[src/rtl/srl_pkg.sv]
package srl_pkg;

    typedef enum logic {
        MODE_SHIFT = 1'b0,
        MODE_LOAD  = 1'b1
    } srl_mode_e;

endpackage

[src/rtl/srl_mode_decode.sv]
module srl_mode_decode
    import srl_pkg::*;
(
    input  logic      load_mode,
    output srl_mode_e mode
);
    always_comb begin
        mode = load_mode ? MODE_LOAD : MODE_SHIFT;
    end
endmodule

[src/rtl/srl_next_state.sv]
module srl_next_state
    import srl_pkg::*;
#(
    parameter int STAGES = 8
) (
    input  srl_mode_e         mode,
    input  logic              ser_in,
    input  logic [STAGES-1:0] par_in,
    input  logic [STAGES-1:0] cur,
    output logic [STAGES-1:0] nxt
);
    always_comb begin
        unique case (mode)
            // stage i+1 (index i) takes stage i (index i-1); stage 1 takes the serial bit
            MODE_SHIFT: nxt = {cur[STAGES-2:0], ser_in};
            MODE_LOAD:  nxt = par_in;
            default:    nxt = cur;
        endcase
    end
endmodule

[src/rtl/srl_store_clk.sv]
module srl_store_clk #(
    parameter int STAGES = 8
) (
    input  logic              clk,
    input  logic [STAGES-1:0] nxt,
    output logic [STAGES-1:0] q
);
    always_ff @(posedge clk) begin
        q <= nxt;
    end
endmodule

[src/rtl/srl_store_lvl.sv]
module srl_store_lvl #(
    parameter int STAGES = 8
) (
    input  logic              clk,
    input  logic              aload,
    input  logic [STAGES-1:0] par_in,
    input  logic [STAGES-1:0] nxt,
    output logic [STAGES-1:0] q
);
    always_ff @(posedge clk or posedge aload) begin
        if (aload) begin
            q <= par_in;
        end else begin
            q <= nxt;
        end
    end
endmodule

[src/rtl/srl_tapped.sv]
module srl_tapped
    import srl_pkg::*;
#(
    parameter int STAGES     = 8,
    parameter int TAP_FIRST  = 6,
    parameter bit LOAD_ASYNC = 1'b0,
    localparam int TAP_W     = STAGES - TAP_FIRST + 1
) (
    input  logic              clk,
    input  logic              ser_in,
    input  logic              load_mode,
    input  logic [STAGES-1:0] par_in,
    output logic [TAP_W-1:0]  tap_out
);
    srl_mode_e         mode;
    logic [STAGES-1:0] stage_q;
    logic [STAGES-1:0] stage_d;

    srl_mode_decode u_mode (
        .load_mode (load_mode),
        .mode      (mode)
    );

    srl_next_state #(.STAGES(STAGES)) u_next (
        .mode   (mode),
        .ser_in (ser_in),
        .par_in (par_in),
        .cur    (stage_q),
        .nxt    (stage_d)
    );

    generate
        if (LOAD_ASYNC) begin : g_lvl
            srl_store_lvl #(.STAGES(STAGES)) u_store (
                .clk    (clk),
                .aload  (load_mode),
                .par_in (par_in),
                .nxt    (stage_d),
                .q      (stage_q)
            );
        end else begin : g_clk
            srl_store_clk #(.STAGES(STAGES)) u_store (
                .clk (clk),
                .nxt (stage_d),
                .q   (stage_q)
            );
        end
    endgenerate

    assign tap_out = stage_q[STAGES-1:TAP_FIRST-1];
endmodule

[config.mk]
export PLATFORM = sky130hd
export DESIGN_NAME = srl_tapped
export DESIGN_NICKNAME = d
export VERILOG_FILES = /design/src/rtl/srl_pkg.sv /design/src/rtl/srl_mode_decode.sv /design/src/rtl/srl_next_state.sv /design/src/rtl/srl_store_clk.sv /design/src/rtl/srl_store_lvl.sv /design/src/rtl/srl_tapped.sv
export SDC_FILE = /design/constraint.sdc
export NUM_CORES = 1
export LEC_CHECK = 0
export CAP_MARGIN = 10
export CELL_PAD_IN_SITES_DETAIL_PLACEMENT = 0
export CELL_PAD_IN_SITES_GLOBAL_PLACEMENT = 1
export CORE_AREA = 2 2 39 41
export DETAILED_ROUTE_END_ITERATION = 8
export DIE_AREA = 0 0 41 43
export PLACE_DENSITY_LB_ADDON = 0.1
export SYNTH_ARGS = -nofsm -noshare
export SYNTH_HDL_FRONTEND = slang
export SYNTH_HIERARCHICAL = 1
export SYNTH_SLANG_ARGS = --single-unit
export TNS_END_PERCENT = 10
[constraint.sdc]
create_clock -name clk -period 1.5 [get_ports clk]
set_input_delay 0.225 -clock clk [delete_from_list [all_inputs] [get_ports clk]]
set_output_delay 0.225 -clock clk [all_outputs]
set_load 0.005 [all_outputs]
==> run metrics <==
status=complete, no violations; initial core utilization=21.6%; Gate Count Post-Synth=18; Antenna Nets Post-Route=0; Leakage=0.000207 uW; Worst-path clk slew=50 ps; HP Class=reg -> reg; Max Cap Viol=0; peak fanout along the critical path=2; final count of hold timing violations=0; max reg flops=8; routability cong.=0.474; post-layout util=34.2%; cell chosen for the clock root=clkbuf_4; DIE AREA=0.00176 sq mm; syn avg cell area=16.6 sq um; Cell variety after synth=4; Slew headroom=92.7%; num ports=14; largest cells by area after synthesis=dfxtp_1 (54%), mux2_4 (40%), buf_6 (3.8%), buf_4 (2.5%); CTS Buf Count=3; clk_skew=0.400 ps; first-pass GRT wire length=793 um; Synth Register Bits=8; Fmax=0.769 GHz; Setup crit start kind=register; die height=43 um; Worst-Margin Slew=109 ps; CP arrival=1080 ps; antenna violations before repair=0; register area share after synthesis=53.6%; CP endpoint kind=primary output; Chip Width=41 um; WP data required=1270 ps; Clock Latency Late Sink=240 ps; Worst path max stage delay=500 ps; Min Hold Slack=454 ps; vias in the first global route=179; worst-path cell chain=clkdlybuf4s50_1; DRC viols=0; fin crit share=86.7%; peak supply drop=0.380 mV; Sink Count=8; CP max stage cell=clkdlybuf4s50_1; H-Tree Depth=1; Net Count, Synth=29; CTS tree=done; Yosys Warn Count=6; Rows=14; area of the mapped netlist=299 sq um; WL/cell=9.55 um; Synth-to-Final Area Change=58.2%; Setup Fix Bufs, Post-CTS=0; Buffers on Ports=13; top flop regs=g_clk.u_store/q x8; Pre-antenna DRT Iters=2; Layout Nets=46; FILL cells=137; share of layout cells above drive strength 1=36.4%; total congestion overflow=0; clock tree buffer depth=2; initial DRC count=2; Synth area leader=dfxtp_1; Setup Viol. Count Final=0; post-cts sizing count=0; vias per cell=3.80; DRT Wirelength=468 um; largest net degree at the start of global routing=9; RSZ-0062 raised after global routing=no; Final Slew Violations=0; total number of vias=186; total global-route track usage=7.45%; # diodes=0; top-area cell type share of the netlist area=53.6%; min Tclk post-route=1300 ps; WP buf/inv=1; CP delay by family, top=buffers and inverters; PwrDens=1030 mW/mm^2; critical path class=reg -> out; # hold bufs at CTS=0; Setup TNS=0 ps; Core ar.=0.00138 sq mm; largest register by flop count=g_clk.u_store/q
==> per-layer routing <==
layer  track usage [%]  part of all wire (%)  wire length [um]
met5                 0                     0                 0
met4              4.00                     0                 0
met3              7.85                    11                50
met2              7.81                    43               201
met1              9.09                    46               216
==> cell type report <==
cell class              count  area, sq um  share of cell area, %
flip-flops and latches      8          160                   33.9
repair buffers             14          150                   31.7
multi-input cells           8          120                   25.4
clock buffers               3         22.5                   4.76
well taps                  16         20.0                   4.23
==> cells in the mapped netlist <==
cell type and instances:
buf_4 1, buf_6 1, dfxtp_1 8, mux2_4 8
==> final timing paths <==
kind	startpoint	endpoint	cells past startpoint	slack [ps]
setup reg to reg	g_clk.u_store/q[6]	g_clk.u_store/q[7]	1	820
setup / recovery	g_clk.u_store/q[5]	tap_out[0]	1	200
hold / removal	g_clk.u_store/q[2]	g_clk.u_store/q[3]	1	450
hold reg to reg	g_clk.u_store/q[2]	g_clk.u_store/q[3]	1	450
==> power breakdown <==
part	internal, uW	switching [uW]
Clock	90.9	64.1
Sequential	235	7.45
Combinational	71.2	17.9
Total	397	89.5
==> kinds of logic after synthesis <==
group	synth area share, %
muxes	40.2
DFF	53.6
buffers and inverters	6.28
==> per-stage QoR <==
stage                     worst slack (ps)  area [sq um]  total power [uW]  std cells
after floorplan                        627           299               288         18
after CTS                              182           473               499         49
after global placement                 204           450               335         46
final                                  199           473               486         49
after global routing                   140           473               521         49
after detailed placement               204           450               336         46
==> cells in the final DEF (no fill, tap or decap) <==
cell	Yosys	layout
clkdlybuf4s50_1	0	13
buf_12	0	1
mux2_4	8	8
dfxtp_1	8	8
clkbuf_4	0	3
Power figures use the tool's default switching activity.
